===== config.mk =====
export PLATFORM = sky130hd
export DESIGN_NAME = cbr_row_select
export DESIGN_NICKNAME = d
export VERILOG_FILES = /design/src/rtl/cbr_row_pkg.sv /design/src/rtl/strobe_edge.sv /design/src/rtl/rfsh_counter.sv /design/src/rtl/cbr_row_select.sv
export SDC_FILE = /design/constraint.sdc
export NUM_CORES = 1
export LEC_CHECK = 0
export BUFFER_PORTS_ARGS = -buffer_cell sky130_fd_sc_hd__clkbuf_2
export CORE_MARGIN = 2
export CORE_UTILIZATION = 50
export DETAILED_ROUTE_END_ITERATION = 6
export PLACE_DENSITY = 0.84
export SLEW_MARGIN = 5
export SYNTH_ARGS = -nofsm -noshare
export SYNTH_HDL_FRONTEND = slang
export SYNTH_SLANG_ARGS = --single-unit

===== constraint.sdc =====
create_clock -name clk -period 2.5 [get_ports clk]
set_clock_uncertainty 0.2 [all_clocks]
set_input_delay 0 -clock clk [delete_from_list [all_inputs] [get_ports clk]]
set_output_delay 0 -clock clk [all_outputs]
set_load 0.02 [all_outputs]

===== src/rtl/cbr_row_pkg.sv =====
package cbr_row_pkg;
    localparam int ROW_W = 9;

    typedef enum logic [1:0] {
        PRECHG   = 2'd0,
        ROWACC   = 2'd1,
        CBR_RFSH = 2'd2,
        CTR_TEST = 2'd3
    } row_state_e;
endpackage


===== src/rtl/strobe_edge.sv =====
module strobe_edge #(
    parameter int N = 1
) (
    input  logic         clk,
    input  logic         rst,
    input  logic [N-1:0] sig_n,
    output logic [N-1:0] fell,
    output logic [N-1:0] rose
);
    logic [N-1:0] prev_q;

    always_ff @(posedge clk) begin
        if (rst) prev_q <= '1;
        else     prev_q <= sig_n;
    end

    for (genvar i = 0; i < N; i++) begin : g_edge
        assign fell[i] = prev_q[i] & ~sig_n[i];
        assign rose[i] = ~prev_q[i] & sig_n[i];
    end
endmodule


===== src/rtl/rfsh_counter.sv =====
module rfsh_counter #(
    parameter int W = 9
) (
    input  logic         clk,
    input  logic         rst,
    input  logic         adv,
    output logic [W-1:0] count
);
    always_ff @(posedge clk) begin
        if (rst)      count <= '0;
        else if (adv) count <= count + 1'b1;
    end

    AST_CNT_STEP: assert property (@(posedge clk) disable iff (rst)
        !$stable(count) |-> count == $past(count) + 1'b1);
endmodule


===== src/rtl/cbr_row_select.sv =====
module cbr_row_select
    import cbr_row_pkg::*;
#(
    parameter int RW = ROW_W
) (
    input  logic          clk,
    input  logic          rst,
    input  logic          ras_n,
    input  logic          cas_n,
    input  logic [RW-1:0] row_addr,
    output logic [RW-1:0] row_sel,
    output logic          row_strobe,
    output logic          refresh_only,
    output logic          ctr_test,
    output logic          col_en,
    output logic [RW-1:0] cnt_value
);
    localparam int NSTB = 2;

    row_state_e   state, nxt;
    logic         armed;
    logic         cnt_adv;
    logic [NSTB-1:0] fell, rose;
    logic         cas_fell;

    strobe_edge #(.N(NSTB)) u_edge (
        .clk  (clk),
        .rst  (rst),
        .sig_n({cas_n, ras_n}),
        .fell (fell),
        .rose (rose)
    );
    assign cas_fell = fell[1];

    rfsh_counter #(.W(RW)) u_cnt (
        .clk  (clk),
        .rst  (rst),
        .adv  (cnt_adv),
        .count(cnt_value)
    );

    always_comb begin
        nxt     = state;
        cnt_adv = 1'b0;
        unique case (state)
            PRECHG: begin
                if (!ras_n) nxt = (armed && !cas_n) ? CBR_RFSH : ROWACC;
            end
            ROWACC: begin
                if (ras_n) nxt = PRECHG;
            end
            CBR_RFSH: begin
                if (ras_n) begin
                    nxt     = PRECHG;
                    cnt_adv = 1'b1;
                end else if (cas_fell) begin
                    nxt = CTR_TEST;
                end
            end
            CTR_TEST: begin
                if (ras_n) begin
                    nxt     = PRECHG;
                    cnt_adv = 1'b1;
                end
            end
            default: nxt = PRECHG;
        endcase
    end

    always_ff @(posedge clk) begin
        if (rst) begin
            state <= PRECHG;
            armed <= 1'b0;
        end else begin
            state <= nxt;
            if (nxt != PRECHG)                armed <= 1'b0;
            else if (state == PRECHG && cas_fell) armed <= 1'b1;
        end
    end

    always_ff @(posedge clk) begin
        if (rst) begin
            row_sel    <= '0;
            row_strobe <= 1'b0;
            col_en     <= 1'b0;
        end else begin
            row_strobe <= (state == PRECHG) && (nxt != PRECHG);
            if (state == PRECHG && nxt == ROWACC)   row_sel <= row_addr;
            if (state == PRECHG && nxt == CBR_RFSH) row_sel <= cnt_value;
            col_en <= ((nxt == ROWACC) || (nxt == CTR_TEST)) && !cas_n;
        end
    end

    assign refresh_only = (state == CBR_RFSH);
    assign ctr_test     = (state == CTR_TEST);

    AST_ONE_MODE: assert property (@(posedge clk) disable iff (rst)
        $onehot0({refresh_only, ctr_test}));
    AST_RFSH_NO_COL: assert property (@(posedge clk) disable iff (rst)
        refresh_only |-> !col_en);
    AST_ROW_HOLD: assert property (@(posedge clk) disable iff (rst)
        !row_strobe |-> $stable(row_sel));
    AST_CBR_ROW: assert property (@(posedge clk) disable iff (rst)
        $rose(refresh_only) |-> row_sel == cnt_value);
    AST_TEST_AFTER_RFSH: assert property (@(posedge clk) disable iff (rst)
        $rose(ctr_test) |-> $past(refresh_only));
    AST_ADV_ON_EXIT: assert property (@(posedge clk) disable iff (rst)
        ($fell(refresh_only) && !ctr_test) |-> cnt_value == $past(cnt_value) + 1'b1);
endmodule


---- After elaboration in Yosys (flattened, before gate mapping) ----
Index checks and enable logic that the tools add are counted.
storage, ports and cells
  flip-flop bits (word level) ............. 25
  input port bits ......................... 13
  output and inout bits ................... 22
  logic and storage cells ................. 40
cells by class
  add/sub/neg operators ................... 1
  eq/ne operators ......................... 6
  mux-type cells .......................... 10
  bitwise gates (word level) .............. 2
  reduce and logical (&&, ||, !) cells .... 14
operators with widths
  operator                                                          count
  9-bit two-way mux                                                 2
  2-bit two-way mux                                                 5
  9-bit by 1-bit adder with 9-bit output (second input constant)    1
  2-bit == test (second input constant)                             4
  1-bit logical AND                                                 6
  2-bit one-hot mux with 3 select lines                             1
  2-bit OR reduction                                                3
  2-bit by 1-bit == test with 1-bit output (second input constant)  2
  2-bit nonzero test                                                2
  2-bit logical NOT                                                 1
  1-bit two-way mux                                                 2
  1-bit AND                                                         1
  1-bit logical NOT                                                 1
  1-bit logical OR                                                  1
  1-bit NOT                                                         1

---- Longest topological paths before layout ----
Gate-level depths: netlist of run 1.
  depth after elaboration ................. 9
  depth in mapped cells ................... 5
  depth with buffers taken out ............ 4

---- Cells and area by module ----
Synthesis of run 1 repeated with hierarchy kept, for this count alone.
unflattened totals
  cell total of the unflattened synthesis .. 123
  area, all modules ....................... 1092.3 um2
by module, submodules not included
  module          times used  cells each  area an instance (um2)
  cbr_row_select  1           73          624.3
  rfsh_counter    1           42          387.9
  strobe_edge     1           8           80.1

---- Worst setup path after synthesis of run 1 ----
Ideal clock, no wire load.
  path kind ............................... register -> register
  start point ............................. register u_cnt.count[0]
  end point ............................... register u_cnt.count[8]
  setup time .............................. 0.071 ns
  arrival time ............................ 1.390 ns
  required time ........................... 2.229 ns
  slack ................................... 0.839 ns
  stages on the path, launching flop included .. 5
  buffers on the path ..................... 0
  clock period less this slack ............ 1.661 ns
  cells stage by stage .................... dfxtp_1 > ha_1 > nand4_4 > or4_1 > a21oi_1
on the way
  longest elaborated chain between the ends .. 1
ends and longest elaborated chain
  element                                 RTL line            source
  start, declared                         rfsh_counter.sv:7   output logic [W-1:0] count
  start signal, assigned                  rfsh_counter.sv:11  else if (adv) count <= count + 1'b1;
  9-bit by 1-bit adder with 9-bit output  rfsh_counter.sv:11
No other way between the ends.
A chain may end at the register's enable or synchronous reset.

---- Worst setup path after layout of run 1 ----
  start point ............................. register state[1]
  end point ............................... register row_sel[6]
on the way
  longest elaborated chain between the ends .. 6
ends and longest elaborated chain
  element                                                                    RTL line                                    source
  start, declared                                                            cbr_row_select.sv:20                        row_state_e state, nxt;
  start signal, assigned                                                     cbr_row_select.sv:75                        state <= nxt;
  2-bit == test, or another cell as far along                                cbr_row_select.sv:45                        unique case (state)
  2-bit OR reduction (no source line) or 2-bit two-way mux (tied branches)   --
  2-bit one-hot mux with 3 select lines                                      cbr_row_select.sv:45
  2-bit == test or 2-bit by 1-bit == test with 1-bit output (tied branches)  cbr_row_select.sv:89, cbr_row_select.sv:88
  1-bit logical AND (on tied branches)                                       cbr_row_select.sv:89, cbr_row_select.sv:88
  9-bit two-way mux or 2-bit nonzero test (tied branches)                    --
  end signal, assigned                                                       cbr_row_select.sv:88                        if (state == PRECHG && nxt == ROWACC) row_sel <= row_addr;
  end signal, assigned                                                       cbr_row_select.sv:89                        if (state == PRECHG && nxt == CBR_RFSH) row_sel <= cnt_value;
  end, declared                                                              cbr_row_select.sv:11                        output logic [RW-1:0] row_sel,
Parallel ways exist; a longest one is shown, timed or not.

==> metrics.md, run 1 <==
| Metric | Value |
|---|---|
| Status | `finished, final reports clean` |
| Setup slack after placement | `0.747 ns` |
| Quantity of I/O buffers inserted on ports | `34` |
| Worst rel slew slack | `57.5%` |
| Post-layout total power | `0.721 mW` |
| Total GRT Usage | `21.5%` |
| Worst hold slack after final layout | `0.276 ns` |
| Register bit total from synthesis | `24` |
| Data required, critical path | `2.56 ns` |
| Deepest level of the CTS H-tree | `1` |
| Fillers | `137` |
| Worst vdd ir | `0.000382 V` |
| Mean routed wirelength per cell | `13.5 um` |
| HPWL Detailed | `1.55 mm` |
| Top fanout value on the critical path | `18` |
| Routed via count | `959` |
| Final Hold Violating Endpoints | `0` |
| Maximum capacitance violations | `0` |
| Class of the tightest hold or removal check | `primary input to register` |
| Via count of the first global-routing pass | `898` |
| Power density of the placed cells | `508 nW/um2` |
| CTS Buffer Depth | `2` |
| Number of nets produced by synthesis | `122` |
| Global-route wire length before repair | `4.09 mm` |
| Setup repair after global routing missed its margin | `no` |
| Mapped Area | `1060 um2` |
| Worst Max-Slew Pin Slew | `0.636 ns` |
| Post-route DRC violation count | `0` |
| Layout cells sized above 1 | `28.2%` |
| Count of mapped cells out of synthesis | `108` |
| Vertical die dimension | `50.0 um` |
| Die Footprint | `2500 um2` |
| Synth unique cells | `33` |
| Number of rows created at floorplan | `16` |
| Arr. time, crit path | `2.36 ns` |
| Antenna violations before repair | `0` |
| Leakage power figure | `0.647 nW` |
| # IOs | `35` |
| Core area | `1980 um2` |
| Drt first-iter violations | `15` |
| Syn_area_per_cell | `9.78 um2` |
| Max-slew violation count | `0` |
| Area post-placement | `1220 um2` |
| Clock tree from TritonCTS | `done` |
| Final setup viols | `0` |
| Combined area of the multi-input logic cells | `526 um2` |
| Insertion delay to the later sink of the worst-skew pair | `0.31 ns` |
| Starting density of the core | `53.3%` |
| Sink count of the clock tree | `24` |
| Post-synthesis sequential area ratio | `45.5%` |
| Worst Setup Start Kind | `register` |
| Setup Fix Bufs, Post-CTS | `0` |
| Area Growth Syn to Fin | `34.5%` |
| CTS buffer count | `3` |
| Total overflow reported by the global router | `0` |
| Post-route ant nets | `0` |
| Overall routed net length | `2.48 mm` |
| Post-route fraction of the period consumed by the critical path | `91.9%` |
| Cell area after layout | `1420 um2` |
| Type of the worst setup path | `register to register` |
| Max Fclk | `0.435 GHz` |
| Routability Congestion | `0.822` |
| Chip Width | `50.0 um` |
| Clock root buffer | `sky130_fd_sc_hd__clkbuf_4` |
| Largest net degree at the start of global routing | `24` |
| Sum of negative setup slack | `0 ns` |
| Per-cell via count in the routed design | `5.21` |
| Min setup slack post-route | `0.202 ns` |
| Number of warnings issued by yosys | `0` |
| Net count of the finished layout | `171` |
| Clock transition at the registers of the reported paths | `0.12 ns` |
| Minimum period implied by the final worst setup slack | `2.30 ns` |
| Critical path endpoint category | `register` |
| Drt pass-1 iters | `4` |
| Reg area | `480 um2` |
-- where the power goes --
part	switching (mW)	internal (mW)
sequential	0.00945	0.398
clock	0.114	0.0890
combinational	0.0591	0.0511
-- registers in the layout (all words and copies together) (netlist names) --
register,cells
row_sel,9
state,2
u_edge.prev_q,1
row_strobe,1
col_en,1
armed,1
u_cnt.count,9
-- critical path, cell delays in order, from the launching register on --
cell and delay (ns):
sky130_fd_sc_hd__dfxtp_1 0.49, sky130_fd_sc_hd__nor3_4 0.62, sky130_fd_sc_hd__nor2_1 0.09, sky130_fd_sc_hd__a211oi_1 0.26, sky130_fd_sc_hd__dlygate4sd3_1 0.59
-- layer usage --
metal | global-route usage [%] | wire length [um] | vias to the layer above | share of wire (%)
met4 | 9.72 | 11 | 0 | 0.44
met2 | 35.6 | 1240 | 25 | 50
li1 | - | - | 491 | -
met1 | 26.8 | 1120 | 441 | 45
met3 | 4.24 | 112 | 2 | 4.5
met5 | 0 | 0 | - | 0
-- Yosys cell counts --
cell type,number,share of area [%]
sky130_fd_sc_hd__or4_1,2,1.4
sky130_fd_sc_hd__nand2b_1,1,0.59
sky130_fd_sc_hd__nor3b_1,1,0.71
sky130_fd_sc_hd__xor2_1,1,0.83
sky130_fd_sc_hd__buf_4,2,1.4
sky130_fd_sc_hd__buf_6,1,1.1
sky130_fd_sc_hd__nand3_2,1,0.95
sky130_fd_sc_hd__o21ba_1,1,0.95
sky130_fd_sc_hd__xnor2_1,1,0.83
sky130_fd_sc_hd__and2_1,1,0.59
sky130_fd_sc_hd__nor3_1,1,0.47
sky130_fd_sc_hd__or3_1,4,2.4
sky130_fd_sc_hd__nor4_1,1,0.59
sky130_fd_sc_hd__a211oi_1,10,7.1
sky130_fd_sc_hd__or2_2,1,0.59
sky130_fd_sc_hd__a211oi_2,1,1.2
sky130_fd_sc_hd__buf_2,1,0.47
sky130_fd_sc_hd__clkbuf_1,2,0.71
sky130_fd_sc_hd__inv_1,3,1.1
sky130_fd_sc_hd__nor2b_1,2,1.2
sky130_fd_sc_hd__o21ai_0,4,1.9
sky130_fd_sc_hd__nand4_1,1,0.59
sky130_fd_sc_hd__a21oi_1,8,3.8
sky130_fd_sc_hd__nand2_1,3,1.1
sky130_fd_sc_hd__dfxtp_1,24,45
sky130_fd_sc_hd__mux2i_1,10,9.5
sky130_fd_sc_hd__nor2_1,12,4.3
sky130_fd_sc_hd__o31ai_1,2,1.4
sky130_fd_sc_hd__ha_1,1,1.2
sky130_fd_sc_hd__nand4_2,1,1.2
sky130_fd_sc_hd__nand3_1,2,0.95
sky130_fd_sc_hd__nor3_4,1,1.5
sky130_fd_sc_hd__nand4_4,1,2.0
-- area by class of cell --
cell class	count	area share (%)
Inverter	3	0.793
Multi-Input combinational cell	75	37.0
Timing Repair Buffer	50	23.3
Antenna cell	1	0.176
Sequential cell	24	33.8
Clock buffer	4	2.56
Tap cell	27	2.38
-- layout by cell type, fill, tap and decap left out --
cell type	instances
sky130_fd_sc_hd__a211oi_1	10
sky130_fd_sc_hd__a211oi_2	1
sky130_fd_sc_hd__a21oi_1	8
sky130_fd_sc_hd__and2_1	1
sky130_fd_sc_hd__clkbuf_2	34
sky130_fd_sc_hd__clkbuf_4	3
sky130_fd_sc_hd__clkbuf_8	1
sky130_fd_sc_hd__dfxtp_1	24
sky130_fd_sc_hd__diode_2	1
sky130_fd_sc_hd__dlygate4sd3_1	16
sky130_fd_sc_hd__ha_1	1
sky130_fd_sc_hd__inv_1	3
sky130_fd_sc_hd__mux2i_1	10
sky130_fd_sc_hd__nand2_1	3
sky130_fd_sc_hd__nand2b_1	1
sky130_fd_sc_hd__nand3_1	2
sky130_fd_sc_hd__nand3_2	1
sky130_fd_sc_hd__nand4_1	1
sky130_fd_sc_hd__nand4_2	1
sky130_fd_sc_hd__nand4_4	1
sky130_fd_sc_hd__nor2_1	12
sky130_fd_sc_hd__nor2b_1	2
sky130_fd_sc_hd__nor3_1	1
sky130_fd_sc_hd__nor3_4	1
sky130_fd_sc_hd__nor3b_1	1
sky130_fd_sc_hd__nor4_1	1
sky130_fd_sc_hd__o21ai_0	4
sky130_fd_sc_hd__o21ba_1	1
sky130_fd_sc_hd__o31ai_1	2
sky130_fd_sc_hd__or2_2	1
sky130_fd_sc_hd__or3_1	4
sky130_fd_sc_hd__or4_1	2
sky130_fd_sc_hd__xnor2_1	1
sky130_fd_sc_hd__xor2_1	1
-- cells by family (layout without fill, tap and decap cells) --
group | Yosys count | count (layout) | share of synthesized area, %
XOR/XNOR | 2 | 2 | 1.66
flip-flops | 24 | 24 | 45.5
multiplexers | 10 | 10 | 9.48
adder cells (fa/ha/maj) | 1 | 1 | 1.18
buffers and inverters | 9 | 57 | 4.74
AND/OR/NAND/NOR | 36 | 36 | 21.1
other | 0 | 1 | 0
AO/OA/AOI/OAI | 26 | 26 | 16.4
-- per-stage QoR --
stage / instances / util (%)
6_report: 184 / 71.7
5_1_grt: 183 / 71.5
4_1_cts: 183 / 71.5
3_5_place_dp: 163 / 61.6
3_3_place_gp: 163 / 61.6
2_1_floorplan: 108 / -
-- final timing paths --
check / slack [ns] / to / depth (start not counted) / start
setup / recovery: 0.20 / row_sel[6]$_SDFFE_PP0P_ / 4 / state[1]$_SDFF_PP0_
hold reg to reg: 0.32 / armed$_SDFFE_PP0P_ / 2 / armed$_SDFFE_PP0P_
hold / removal: 0.28 / u_edge.prev_q[1]$_SDFF_PP1_ / 3 / cas_n
setup reg to reg: 0.20 / row_sel[6]$_SDFFE_PP0P_ / 4 / state[1]$_SDFF_PP0_
-- repair_timing --
action,in CTS,in global routing
setup endpoints to repair,0,0
hold buffers,16,0
endpoints found under the hold margin,24,0
resized for setup,0,0
(Power assumes the default switching activity.)
==> run 2, diff against run 1 <==
--- a/config.mk
+++ b/config.mk
@@ -6,10 +6,12 @@
 export NUM_CORES = 1
 export LEC_CHECK = 0
 export BUFFER_PORTS_ARGS = -buffer_cell sky130_fd_sc_hd__clkbuf_2
+export CELL_PAD_IN_SITES_DETAIL_PLACEMENT = 0
+export CELL_PAD_IN_SITES_GLOBAL_PLACEMENT = 1
 export CORE_MARGIN = 2
-export CORE_UTILIZATION = 50
+export CORE_UTILIZATION = 39
 export DETAILED_ROUTE_END_ITERATION = 6
-export PLACE_DENSITY = 0.84
+export PLACE_DENSITY = 0.87
 export SLEW_MARGIN = 5
 export SYNTH_ARGS = -nofsm -noshare
 export SYNTH_HDL_FRONTEND = slang
==> run 2 against run 1 <==
  * First-iteration DRC count increased by 87%
  * Critical endpoint is now row_sel[4]$_SDFFE_PP0P_
  * Global-route usage decreased by 6.1 points
  * Combinational power increased by 4%
  * Clock-buffer cell count unchanged
  * Die area increased by 26%
  * Setup slack improved by 0.085 ns
  * Non-clock buffer count increased by 4
  * Largest cell class unchanged
  * Critical path type unchanged
  * Largest power group unchanged
  * Utilization decreased by 14 points
  * Via count increased by 2.2%
  * Critical path depth unchanged
==> metrics.md, run 2 (synthesis gave the netlist of run 1 again) <==
| Metric | Value |
|---|---|
| Chip Width | `56.0 um (+12%)` |
| Sum of negative setup slack | `0 ns (unchanged)` |
| Highest-count cells in the layout ignoring fill and taps | `sky130_fd_sc_hd__clkbuf_2, sky130_fd_sc_hd__dfxtp_1, sky130_fd_sc_hd__dlygate4sd3_1` |
| Drt pass-1 iters | `4 (unchanged)` |
| Post-route ant nets | `0 (unchanged)` |
| Master of the slowest instance on the critical path | `sky130_fd_sc_hd__nor3_4` |
| Antenna violations before repair | `0 (unchanged)` |
| Worst hold slack after final layout | `0.276 ns (+0.000467 ns)` |
| Placed cells | `166 (+1.8%)` |
| Worst R2R End | `row_sel[4]$_SDFFE_PP0P_` |
| Clock root buffer | `sky130_fd_sc_hd__clkbuf_4` |
| Worst vdd ir | `0.000281 V (-27%)` |
| Die Footprint | `3140 um2 (+26%)` |
| Most frequent standard cell in the layout excluding fill and tap cells | `sky130_fd_sc_hd__clkbuf_2` |
| Status | `finished, final reports clean` |
| Clock transition at the registers of the reported paths | `0.13 ns (about the same)` |
| Data required, critical path | `2.56 ns (about the same)` |
| Critical path endpoint category | `register` |
| Routability Congestion | `0.769 (-6.5%)` |
| Global-route wire length before repair | `3.94 mm (-3.7%)` |
| Critical path origin | `state[1]$_SDFF_PP0_` |
| Setup repair after global routing missed its margin | `no` |
| Via count of the first global-routing pass | `887 (-1.2%)` |
| Final Hold Violating Endpoints | `0 (unchanged)` |
| Deepest level of the CTS H-tree | `1 (unchanged)` |
| CTS buffer count | `3 (unchanged)` |
| Type of the worst setup path | `register to register` |
| Total GRT Usage | `15.4% (-6.1 points)` |
| Cell area after layout | `1460 um2 (+2.9%)` |
| Mean routed wirelength per cell | `12.3 um (-8.7%)` |
| Power density of the placed cells | `493 nW/um2 (-2.9%)` |
| HPWL Detailed | `1.62 mm (+4.5%)` |
| Register-to-register path setup slack | `0.29 ns (+0.08 ns)` |
| Leakage power figure | `0.671 nW (+3.6%)` |
| Worst Reg-to-Reg Cells | `4 (unchanged)` |
| Worst Max-Slew Pin Slew | `0.599 ns (-0.0366 ns)` |
| Area Growth Syn to Fin | `38.4%` |
| Core area | `2520 um2 (+27%)` |
| Total overflow reported by the global router | `0 (unchanged)` |
| Starting density of the core | `41.9% (-11 points)` |
| # IOs | `35 (unchanged)` |
| Critical path, cell by cell | `nor3_4 > nor2_1 > a211oi_1 > dlygate4sd3_1` |
| Layout cells sized above 1 | `27.5% (-0.71 points)` |
| Post-route fraction of the period consumed by the critical path | `88.5% (-3.4 points)` |
| Registers with the most flip-flops | `row_sel: 9 flops, u_cnt.count: 9 flops, state: 2 flops` |
| Number of rows created at floorplan | `18 (+2)` |
| Routed via count | `980 (+2.2%)` |
| Net count of the finished layout | `175 (+2.3%)` |
| Max Fclk | `0.452 GHz (+3.8%)` |
| Vertical die dimension | `56.0 um (+12%)` |
| Top fanout value on the critical path | `18 (unchanged)` |
| Reg2Reg Launch Point | `state[1]$_SDFF_PP0_` |
| Minimum period implied by the final worst setup slack | `2.21 ns (-0.0850 ns)` |
| Slowest stage delay, CP | `0.59 ns (-0.03 ns)` |
| Post-route DRC violation count | `0 (unchanged)` |
| Max-slew violation count | `0 (unchanged)` |
| Drt first-iter violations | `28 (+13)` |
| Class of the tightest hold or removal check | `primary input to register` |
| Overall routed net length | `2.34 mm (-5.7%)` |
| Non-Filler Instances | `190 (+3.3%)` |
| CTS Buffer Depth | `2 (unchanged)` |
| Worst Setup Start Kind | `register` |
| Capture point of the critical path | `row_sel[4]$_SDFFE_PP0P_` |
| Worst rel slew slack | `59.9% (+2.5 points)` |
| Arr. time, crit path | `2.28 ns (-0.08 ns)` |
| Area post-placement | `1220 um2 (+0.31%)` |
| Quantity of I/O buffers inserted on ports | `34 (unchanged)` |
| Final setup viols | `0 (unchanged)` |
| Final antenna diode count | `0 (-1)` |
| Sink count of the clock tree | `24 (unchanged)` |
| Maximum capacitance violations | `0 (unchanged)` |
| Insertion delay to the later sink of the worst-skew pair | `0.31 ns (about the same)` |
| Largest net degree at the start of global routing | `24 (unchanged)` |
| Clock tree from TritonCTS | `done` |
| Per-cell via count in the routed design | `5.16 (-1.0%)` |
| Fillers | `228 (+66%)` |
==> run 2: layer usage <==
metal	global-route usage (%)	wire length, um	vias to the layer above	share of wire (%)
met1	18.8	977	449	42
li1	-	-	498	-
met5	0	0	-	0
met3	3.49	168	2	7.2
met4	5.78	15	0	0.64
met2	26.4	1180	31	50
==> run 2: power by group <==
group	leakage, nW	switching, mW	internal, mW
Clock	0.0210	0.110	0.0888
Combinational	0.453	0.0575	0.0569
Sequential	0.197	0.00908	0.398
Total	0.671	0.177	0.544
==> run 2: area by class of cell <==
class	instances	area, um2	share of cell area [%]
inverters	3	11.3	0.771
clock buffers	4	36.3	2.48
well taps	30	37.5	2.57
flip-flops and latches	24	480	32.9
repair buffers	54	370	25.3
multi-input cells	75	526	36.0
==> run 2: worst max-delay path, delay by kind of cell, from the launching register on <==
kind / cells / cell delay, ns
flops: 1 / 0.48
buf+inv: 1 / 0.57
simple gates: 2 / 0.69
compound gates: 1 / 0.24
==> run 2: worst min path at each step <==
stage          startpoint                          end  slack, ns  cells past startpoint
2_1_floorplan         rst           armed$_SDFFE_PP0P_      -0.12                      1
3_3_place_gp        cas_n  u_edge.prev_q[1]$_SDFF_PP1_       0.04                      2
3_5_place_dp        cas_n  u_edge.prev_q[1]$_SDFF_PP1_       0.04                      2
4_1_cts             cas_n  u_edge.prev_q[1]$_SDFF_PP1_       0.26                      3
5_1_grt             cas_n  u_edge.prev_q[1]$_SDFF_PP1_       0.27                      3
6_report            cas_n  u_edge.prev_q[1]$_SDFF_PP1_       0.28                      3
==> run 2: per-stage QoR <==
stage / utilization (%) / setup slack (ns) / total power [mW]
final: 57.9 / 0.287 / 0.721
after global routing: 57.9 / 0.103 / 0.761
after CTS: 57.9 / 0.316 / 0.728
after detailed placement: 48.6 / 0.742 / 0.502
after global placement: 48.6 / 0.830 / 0.501
after floorplan: - / 0.839 / 0.474
==> run 2: timing repair <==
item,in CTS,in global routing
hold buffers,20,0
endpoints found under the hold margin,23,0
resized for setup,0,0
setup buffers,0,0
